**config.mk**
```make
export PLATFORM = sky130hd
export DESIGN_NAME = cvb_cache
export DESIGN_NICKNAME = d
export VERILOG_FILES = /design/src/rtl/cvb_pkg.sv /design/src/rtl/cvb_data_ram.sv /design/src/rtl/cvb_victim_buf.sv /design/src/rtl/cvb_cache.sv
export SDC_FILE = /design/constraint.sdc
export NUM_CORES = 2
export LEC_CHECK = 0
export BUFFER_PORTS_ARGS = -buffer_cell sky130_fd_sc_hd__buf_2
export CAP_MARGIN = 20
export CORE_ASPECT_RATIO = 1.4
export CORE_MARGIN = 3
export CORE_UTILIZATION = 45
export CTS_CLUSTER_SIZE = 25
export DETAILED_ROUTE_END_ITERATION = 16
export GPL_TIMING_DRIVEN = 0
export PLACE_DENSITY = 0.69
export SLEW_MARGIN = 5
export SYNTH_ARGS = -nofsm -noshare
export SYNTH_HDL_FRONTEND = slang
export SYNTH_SLANG_ARGS = --single-unit
```
**constraint.sdc**
```tcl
create_clock -name clk -period 6.43 [get_ports clk]
set_input_delay 1.929 -clock clk [delete_from_list [all_inputs] [get_ports clk]]
set_output_delay 1.929 -clock clk [all_outputs]
set_load 0.02 [all_outputs]
```
**src/rtl/cvb_pkg.sv**
```systemverilog
package cvb_pkg;
  typedef enum logic [2:0] {
    ST_IDLE,
    ST_SWAP,
    ST_EVICT,
    ST_WB,
    ST_FILL_REQ,
    ST_FILL_WAIT,
    ST_FILL_WR
  } cvb_state_t;
endpackage

```
**src/rtl/cvb_data_ram.sv**
```systemverilog
module cvb_data_ram #(
  parameter int DW    = 32,
  parameter int DEPTH = 32,
  localparam int AW   = $clog2(DEPTH)
) (
  input  logic          clk,
  input  logic          we,
  input  logic [AW-1:0] waddr,
  input  logic [DW-1:0] wdata,
  input  logic [AW-1:0] raddr,
  output logic [DW-1:0] rdata
);
  logic [DW-1:0] mem [DEPTH];

  always_ff @(posedge clk) begin
    if (we) mem[waddr] <= wdata;
    rdata <= mem[raddr];
  end
endmodule

```
**src/rtl/cvb_victim_buf.sv**
```systemverilog
module cvb_victim_buf #(
  parameter int BLK_W   = 10,
  parameter int DATA_W  = 32,
  parameter int WPB     = 4,
  parameter int ENTRIES = 4,
  localparam int ENT_W  = $clog2(ENTRIES),
  localparam int OFF_W  = $clog2(WPB)
) (
  input  logic                  clk,
  input  logic                  rst,
  input  logic [BLK_W-1:0]      look_blk,
  output logic                  look_hit,
  output logic [ENT_W-1:0]      look_idx,
  input  logic [ENT_W-1:0]      rd_idx,
  output logic                  rd_valid,
  output logic                  rd_dirty,
  output logic [BLK_W-1:0]      rd_blk,
  input  logic [OFF_W-1:0]      rd_sel,
  output logic [DATA_W-1:0]     rd_word,
  output logic [WPB*DATA_W-1:0] rd_block,
  input  logic [ENT_W-1:0]      wr_idx,
  input  logic                  meta_we,
  input  logic                  meta_valid,
  input  logic                  meta_dirty,
  input  logic [BLK_W-1:0]      meta_blk,
  input  logic                  word_we,
  input  logic [OFF_W-1:0]      word_sel,
  input  logic [DATA_W-1:0]     word_data,
  input  logic                  ptr_adv,
  output logic [ENT_W-1:0]      ptr
);
  logic [ENTRIES-1:0] e_valid;
  logic [ENTRIES-1:0] e_dirty;
  logic [BLK_W-1:0]   e_blk  [ENTRIES];
  logic [DATA_W-1:0]  e_data [ENTRIES][WPB];
  logic [ENTRIES-1:0] match;

  for (genvar e = 0; e < ENTRIES; e++) begin : g_match
    assign match[e] = e_valid[e] && (e_blk[e] == look_blk);
  end

  always_comb begin
    look_hit = 1'b0;
    look_idx = '0;
    for (int e = 0; e < ENTRIES; e++) begin
      if (match[e]) begin
        look_hit = 1'b1;
        look_idx = ENT_W'(e);
      end
    end
  end

  assign rd_valid = e_valid[rd_idx];
  assign rd_dirty = e_dirty[rd_idx];
  assign rd_blk   = e_blk[rd_idx];
  assign rd_word  = e_data[rd_idx][rd_sel];

  for (genvar w = 0; w < WPB; w++) begin : g_blk
    assign rd_block[w*DATA_W +: DATA_W] = e_data[rd_idx][w];
  end

  always_ff @(posedge clk) begin
    if (rst) begin
      e_valid <= '0;
      e_dirty <= '0;
      ptr     <= '0;
      for (int e = 0; e < ENTRIES; e++) e_blk[e] <= '0;
    end else begin
      if (meta_we) begin
        e_valid[wr_idx] <= meta_valid;
        e_dirty[wr_idx] <= meta_dirty;
        e_blk[wr_idx]   <= meta_blk;
      end
      if (ptr_adv) ptr <= (ptr == ENT_W'(ENTRIES - 1)) ? '0 : ptr + 1'b1;
    end
  end

  always_ff @(posedge clk) begin
    if (word_we) e_data[wr_idx][word_sel] <= word_data;
  end
endmodule

```
**src/rtl/cvb_cache.sv**
```systemverilog
module cvb_cache
  import cvb_pkg::*;
#(
  parameter int ADDR_W          = 12,
  parameter int DATA_W          = 32,
  parameter int WORDS_PER_BLOCK = 4,
  parameter int LINES           = 8,
  parameter int VICTIMS         = 4,
  localparam int OFF_W  = $clog2(WORDS_PER_BLOCK),
  localparam int IDX_W  = $clog2(LINES),
  localparam int BLK_W  = ADDR_W - OFF_W,
  localparam int TAG_W  = BLK_W - IDX_W,
  localparam int BLKD_W = WORDS_PER_BLOCK * DATA_W
) (
  input  logic              clk,
  input  logic              rst,
  input  logic              cpu_req_valid,
  input  logic              cpu_req_write,
  input  logic [ADDR_W-1:0] cpu_req_addr,
  input  logic [DATA_W-1:0] cpu_req_wdata,
  output logic              cpu_req_ready,
  output logic              cpu_rsp_valid,
  output logic [DATA_W-1:0] cpu_rsp_rdata,
  output logic              cpu_stall,
  output logic              mem_req_valid,
  output logic              mem_req_write,
  output logic [BLK_W-1:0]  mem_req_blk,
  output logic [BLKD_W-1:0] mem_req_wdata,
  input  logic              mem_req_ready,
  input  logic              mem_rsp_valid,
  input  logic [BLKD_W-1:0] mem_rsp_rdata
);
  localparam int CNT_W = OFF_W + 1;
  localparam int ENT_W = $clog2(VICTIMS);
  localparam int RAM_AW = IDX_W + OFF_W;
  localparam logic [CNT_W-1:0] CNT_LAST = CNT_W'(WORDS_PER_BLOCK);

  cvb_state_t state;

  logic [TAG_W-1:0] line_tag [LINES];
  logic [LINES-1:0] line_valid;
  logic [LINES-1:0] line_dirty;

  logic [IDX_W-1:0]  lat_idx;
  logic [BLK_W-1:0]  lat_blk;
  logic [ENT_W-1:0]  vidx;
  logic [CNT_W-1:0]  cnt;
  logic [BLKD_W-1:0] fill_buf;
  logic              rsp_q;

  logic [IDX_W-1:0] req_idx;
  logic [OFF_W-1:0] req_off;
  logic [TAG_W-1:0] req_tag;
  logic [BLK_W-1:0] req_blk;
  logic             main_hit;

  assign req_off  = cpu_req_addr[OFF_W-1:0];
  assign req_idx  = cpu_req_addr[OFF_W +: IDX_W];
  assign req_tag  = cpu_req_addr[ADDR_W-1 -: TAG_W];
  assign req_blk  = cpu_req_addr[ADDR_W-1:OFF_W];
  assign main_hit = line_valid[req_idx] && (line_tag[req_idx] == req_tag);

  logic [OFF_W-1:0] cnt_lo, cnt_prev;
  assign cnt_lo   = cnt[OFF_W-1:0];
  assign cnt_prev = OFF_W'(cnt - 1'b1);

  // data array
  logic              ram_we;
  logic [RAM_AW-1:0] ram_waddr, ram_raddr;
  logic [DATA_W-1:0] ram_wdata, ram_rdata;

  cvb_data_ram #(.DW(DATA_W), .DEPTH(LINES * WORDS_PER_BLOCK)) u_ram (
    .clk   (clk),
    .we    (ram_we),
    .waddr (ram_waddr),
    .wdata (ram_wdata),
    .raddr (ram_raddr),
    .rdata (ram_rdata)
  );

  // victim buffer
  logic              vb_hit, vb_rd_valid, vb_rd_dirty;
  logic [ENT_W-1:0]  vb_hit_idx, vb_rd_idx, vb_ptr;
  logic [BLK_W-1:0]  vb_rd_blk, vb_meta_blk;
  logic [DATA_W-1:0] vb_rd_word;
  logic [BLKD_W-1:0] vb_rd_block;
  logic              vb_meta_we, vb_meta_valid, vb_meta_dirty, vb_word_we, vb_ptr_adv;

  cvb_victim_buf #(.BLK_W(BLK_W), .DATA_W(DATA_W), .WPB(WORDS_PER_BLOCK), .ENTRIES(VICTIMS)) u_vb (
    .clk        (clk),
    .rst        (rst),
    .look_blk   (req_blk),
    .look_hit   (vb_hit),
    .look_idx   (vb_hit_idx),
    .rd_idx     (vb_rd_idx),
    .rd_valid   (vb_rd_valid),
    .rd_dirty   (vb_rd_dirty),
    .rd_blk     (vb_rd_blk),
    .rd_sel     (cnt_prev),
    .rd_word    (vb_rd_word),
    .rd_block   (vb_rd_block),
    .wr_idx     (vidx),
    .meta_we    (vb_meta_we),
    .meta_valid (vb_meta_valid),
    .meta_dirty (vb_meta_dirty),
    .meta_blk   (vb_meta_blk),
    .word_we    (vb_word_we),
    .word_sel   (cnt_prev),
    .word_data  (ram_rdata),
    .ptr_adv    (vb_ptr_adv),
    .ptr        (vb_ptr)
  );

  assign vb_rd_idx     = (state == ST_IDLE) ? vb_ptr : vidx;
  assign cpu_req_ready = (state == ST_IDLE) && cpu_req_valid && main_hit;
  assign cpu_stall     = (state != ST_IDLE);
  assign cpu_rsp_valid = rsp_q;
  assign cpu_rsp_rdata = ram_rdata;

  // datapath steering per state
  always_comb begin
    ram_we        = 1'b0;
    ram_waddr     = {req_idx, req_off};
    ram_wdata     = cpu_req_wdata;
    ram_raddr     = {req_idx, req_off};
    vb_word_we    = 1'b0;
    vb_meta_we    = 1'b0;
    vb_meta_valid = line_valid[lat_idx];
    vb_meta_dirty = line_dirty[lat_idx];
    vb_meta_blk   = {line_tag[lat_idx], lat_idx};
    vb_ptr_adv    = 1'b0;
    unique case (state)
      ST_IDLE: ram_we = cpu_req_valid && main_hit && cpu_req_write;
      ST_SWAP: begin
        ram_raddr = {lat_idx, cnt_lo};
        if (cnt != '0) begin
          ram_we     = 1'b1;
          ram_waddr  = {lat_idx, cnt_prev};
          ram_wdata  = vb_rd_word;
          vb_word_we = 1'b1;
        end
        vb_meta_we = (cnt == CNT_LAST);
      end
      ST_EVICT: begin
        ram_raddr     = {lat_idx, cnt_lo};
        vb_word_we    = (cnt != '0);
        vb_meta_we    = (cnt == CNT_LAST);
        vb_meta_valid = 1'b1;
        vb_ptr_adv    = (cnt == CNT_LAST);
      end
      ST_WB: begin
        vb_meta_we    = mem_req_ready;
        vb_meta_valid = vb_rd_valid;
        vb_meta_dirty = 1'b0;
        vb_meta_blk   = vb_rd_blk;
      end
      ST_FILL_WR: begin
        ram_we    = 1'b1;
        ram_waddr = {lat_idx, cnt_lo};
        ram_wdata = fill_buf[cnt_lo*DATA_W +: DATA_W];
      end
      default: ;
    endcase
  end

  always_ff @(posedge clk) begin
    if (rst) begin
      state         <= ST_IDLE;
      line_valid    <= '0;
      line_dirty    <= '0;
      for (int l = 0; l < LINES; l++) line_tag[l] <= '0;
      lat_idx       <= '0;
      lat_blk       <= '0;
      vidx          <= '0;
      cnt           <= '0;
      fill_buf      <= '0;
      rsp_q         <= 1'b0;
      mem_req_valid <= 1'b0;
      mem_req_write <= 1'b0;
      mem_req_blk   <= '0;
      mem_req_wdata <= '0;
    end else begin
      rsp_q <= 1'b0;
      unique case (state)
        ST_IDLE: if (cpu_req_valid) begin
          if (main_hit) begin
            if (cpu_req_write) line_dirty[req_idx] <= 1'b1;
            else               rsp_q <= 1'b1;
          end else begin
            lat_idx <= req_idx;
            lat_blk <= req_blk;
            cnt     <= '0;
            if (vb_hit) begin
              vidx  <= vb_hit_idx;
              state <= ST_SWAP;
            end else begin
              vidx <= vb_ptr;
              if (vb_rd_valid && vb_rd_dirty) begin
                mem_req_valid <= 1'b1;
                mem_req_write <= 1'b1;
                mem_req_blk   <= vb_rd_blk;
                mem_req_wdata <= vb_rd_block;
                state         <= ST_WB;
              end else if (line_valid[req_idx]) begin
                state <= ST_EVICT;
              end else begin
                mem_req_valid <= 1'b1;
                mem_req_write <= 1'b0;
                mem_req_blk   <= req_blk;
                state         <= ST_FILL_REQ;
              end
            end
          end
        end
        ST_SWAP: begin
          cnt <= cnt + 1'b1;
          if (cnt == CNT_LAST) begin
            line_tag[lat_idx]   <= vb_rd_blk[BLK_W-1:IDX_W];
            line_valid[lat_idx] <= 1'b1;
            line_dirty[lat_idx] <= vb_rd_dirty;
            state               <= ST_IDLE;
          end
        end
        ST_EVICT: begin
          cnt <= cnt + 1'b1;
          if (cnt == CNT_LAST) begin
            mem_req_valid <= 1'b1;
            mem_req_write <= 1'b0;
            mem_req_blk   <= lat_blk;
            state         <= ST_FILL_REQ;
          end
        end
        ST_WB: if (mem_req_ready) begin
          cnt <= '0;
          if (line_valid[lat_idx]) begin
            mem_req_valid <= 1'b0;
            state         <= ST_EVICT;
          end else begin
            mem_req_write <= 1'b0;
            mem_req_blk   <= lat_blk;
            state         <= ST_FILL_REQ;
          end
        end
        ST_FILL_REQ: if (mem_req_ready) begin
          mem_req_valid <= 1'b0;
          state         <= ST_FILL_WAIT;
        end
        ST_FILL_WAIT: if (mem_rsp_valid) begin
          fill_buf <= mem_rsp_rdata;
          cnt      <= '0;
          state    <= ST_FILL_WR;
        end
        ST_FILL_WR: begin
          cnt <= cnt + 1'b1;
          if (cnt == CNT_W'(WORDS_PER_BLOCK - 1)) begin
            line_tag[lat_idx]   <= lat_blk[BLK_W-1:IDX_W];
            line_valid[lat_idx] <= 1'b1;
            line_dirty[lat_idx] <= 1'b0;
            state               <= ST_IDLE;
          end
        end
        default: state <= ST_IDLE;
      endcase
    end
  end
endmodule

```
==> flow_metrics.tcl <==
set metrics [dict create \
    arrival_ns 4.44 \
    die_w_um 359 \
    fmax_mhz 157 \
    hpwl_um 174000 \
    wl_um 237000 \
    synth_warnings 0 \
    cts_buffers 177 \
    met2_wirelength_um 119000 \
    synth_area_leaders "edfxtp_1 63%, mux4_2 14%, dfxtp_1 8.9%, nand2_1 3.0%, a21oi_1 1.9%" \
    drtAntennaViolNets 0 \
    setup_viol 0 \
    period_minus_slack_ns 6.37 \
    worstReg2RegEnd "u_ram.mem[2][8]$_DFFE_PP_" \
    synth_edf_count 1632 \
    critPathKind "in2out" \
    vias_per_cell 6.04 \
    final_cell_mix "1632 x edfxtp_1, 623 x nand2_1, 480 x mux4_2" \
    ir_drop_mv 0.273 \
    async_reset_ff_frac 0 \
    post-place-cells 7446 \
    drive_above_1_share 0.252 \
    hold_class "reg2reg" \
    p_leak_nw 29.8 \
    cts_tree "done" \
    fin_crit_sh 0.991 \
    grt_overflow 0 \
    status "finished clean" \
    cts_root_buf "clkbuf_16" \
    placedInstanceArea_um2 84600 \
    syn_to_final_growth_pct 16.5 \
    track_usage 0.261 \
    ff2ff_setup_slack_ns 0.58 \
    cts_htree_levels 4 \
    antenna_found_initial 29 \
    ys.flop_type "edfxtp_1" \
    gp_congestion 0.945 \
    drtIter0Drc 6015 \
    finalMaxSlewViolations 0 \
    ioPinCount 353 \
    critPathRequiredTime_ns 4.50 \
    cp_max_fo 10 \
    avgSynthCellArea_um2 16.5 \
    dieArea_um2 179000 \
    critPathLaunchType "input pin" \
    core_area_um2 172000 \
    ys_seq_area_frac 0.715 \
    synth_nets 4923 \
    worst_pin_slew_ns 1.25 \
    wl_met3_um 21200 \
    grt_max_degree 33 \
    max_slew_margin 0.167 \
    r2r_cells 13 \
    start_util 0.454 \
    power.density_nw_per_um2 353 \
    fillers 13692 \
    drt-met1-wl_um 82200 \
    clk_pin_slew_ns 0.06 \
    endpoint_kind "output port" \
    layout.cells.most_common "edfxtp_1" \
    dp_slack_ns -0.992 \
    synth_area_um2 78300 \
    wl_per_cell_um 30.3 \
    postSynthCellCount 4736 \
    cts.hold.buffers_added 0 \
    fin_tns_setup_ns 0 \
    finalNonFillerCells 7816 \
    clock-sinks 1980 \
    finalHoldViolations 0 \
    synth_top_area_frac 0.626 \
    grt_pass1_wl_um 335000 \
    r2r_start "cnt[0]$_SDFFE_PP0P_" \
    utilization 0.529 \
    dr.pass1.iters 8 \
    dr_total_vias 47185 \
    design_power_total_mw 32.2 \
    synth_top_area_cell "edfxtp_1" \
    crit_start "cpu_req_addr[4]" \
    holdWs_ns 0.454 \
    ys_types 74 \
    cts_buffer_depth 3 \
    finalInstanceArea_um2 91200 \
    top_layer "met5" \
    ys_ff_latch 1980 \
    crit_end "cpu_req_ready" \
    setup_slack_ns 0.0560 \
    grt_pass1_vias 47458 \
    clk_latency_ns 0.83 \
    rows 180 \
    die_y_um 500 \
    nNetsFinal 5563 \
    port_buffers 343 \
    maxCapViolations 0 \
    skew_ns 0.0576 \
    drc 0 \
]
## state kept, by name (all words and copies together), names as in the netlist, 3 cells and up, named ones only
register	cells
state	3
u_vb.e_data	512
fill_buf	128
u_vb.e_valid	4
u_ram.mem	1024
u_vb.e_blk	40
u_ram.rdata	32
u_vb.e_dirty	4
line_tag	56
cnt	3
mem_req_blk	10
line_valid	8
line_dirty	8
mem_req_wdata	128
lat_blk	8
## critical path, stage by stage
cell and delay (ns):
buf_2 0.13, buf_4 0.22, nor2b_1 0.48, nand3_1 0.12
and3_1 0.21, xnor2_1 0.14, or4_1 0.46, buf_2 0.22
nor2_4 0.10, and2_1 0.18, buf_2 0.23
## worst min path at each step
stage,slack (ns),endpoint,cells after the start,startpoint
global route,0.47,fill_buf[122]$_SDFFE_PP0P_,2,fill_buf[122]$_SDFFE_PP0P_
floorplan,0.43,fill_buf[64]$_SDFFE_PP0P_,2,fill_buf[64]$_SDFFE_PP0P_
finish,0.45,fill_buf[60]$_SDFFE_PP0P_,2,fill_buf[60]$_SDFFE_PP0P_
detailed placement,0.44,fill_buf[107]$_SDFFE_PP0P_,2,fill_buf[107]$_SDFFE_PP0P_
global placement,0.44,fill_buf[12]$_SDFFE_PP0P_,2,fill_buf[12]$_SDFFE_PP0P_
CTS,0.45,fill_buf[107]$_SDFFE_PP0P_,2,fill_buf[107]$_SDFFE_PP0P_
## cell usage after synthesis, types with 9 or more instances
master	n
edfxtp_1	1632
nand2_1	629
mux4_2	480
dfxtp_1	348
a21oi_1	297
nand3_1	234
clkbuf_1	201
o21ai_0	179
nor2_1	156
mux2i_1	80
buf_2	68
buf_1	44
xnor2_1	44
a22oi_1	34
a32oi_1	34
and3_1	34
inv_1	29
nor3_1	29
and2_1	10
nand2b_1	10
nor2b_1	10
o211ai_1	10
ha_1	9
mux2_2	9
nand4_1	9
## layer usage
metal	track usage	vias to the layer above
met1	0.313	24306
li1	-	19824
met4	0.140	8
met3	0.0522	570
met5	0	-
met2	0.444	2477
## logic make-up (layout without fill, tap and decap cells)
logic type | after synthesis | count (layout) | synth area share
AO/OA/AOI/OAI | 631 | 631 | 0.0473
XOR/XNOR | 45 | 45 | 0.00503
adder cells (fa/ha/maj) | 9 | 9 | 0.00144
buffers and inverters | 355 | 1141 | 0.0189
flip-flops | 1980 | 1980 | 0.715
multiplexers | 569 | 569 | 0.150
other | 0 | 19 | 0
AND/OR/NAND/NOR | 1147 | 1147 | 0.0629
## power by group
part	switching, mW	internal (mW)	total (mW)
logic	3.90	2.20	6.11
clock network	4.80	5.93	10.7
registers	0.605	14.7	15.3
## area by class of cell
cell class / count / area (um^2) / share of cell area
tap: 2275 / 2850 / 0.0312
multi-input combinational: 2401 / 21200 / 0.233
antenna: 19 / 47.5 / 0.000521
clock buffer: 235 / 4860 / 0.0533
clock inverter: 90 / 997 / 0.0109
timing repair buffer: 462 / 3750 / 0.0411
inverter: 31 / 116 / 0.00128
sequential: 1980 / 56000 / 0.614
buffer: 323 / 1380 / 0.0151
## timing repair
item                                    4_1_cts  5_1_grt
gates cloned                                  0        0
endpoints found under the setup margin     1589      305
pin swaps                                     1        1
setup buffers                                 1        0
gates resized for setup                      15        7
Power figures use the tool's default switching activity.
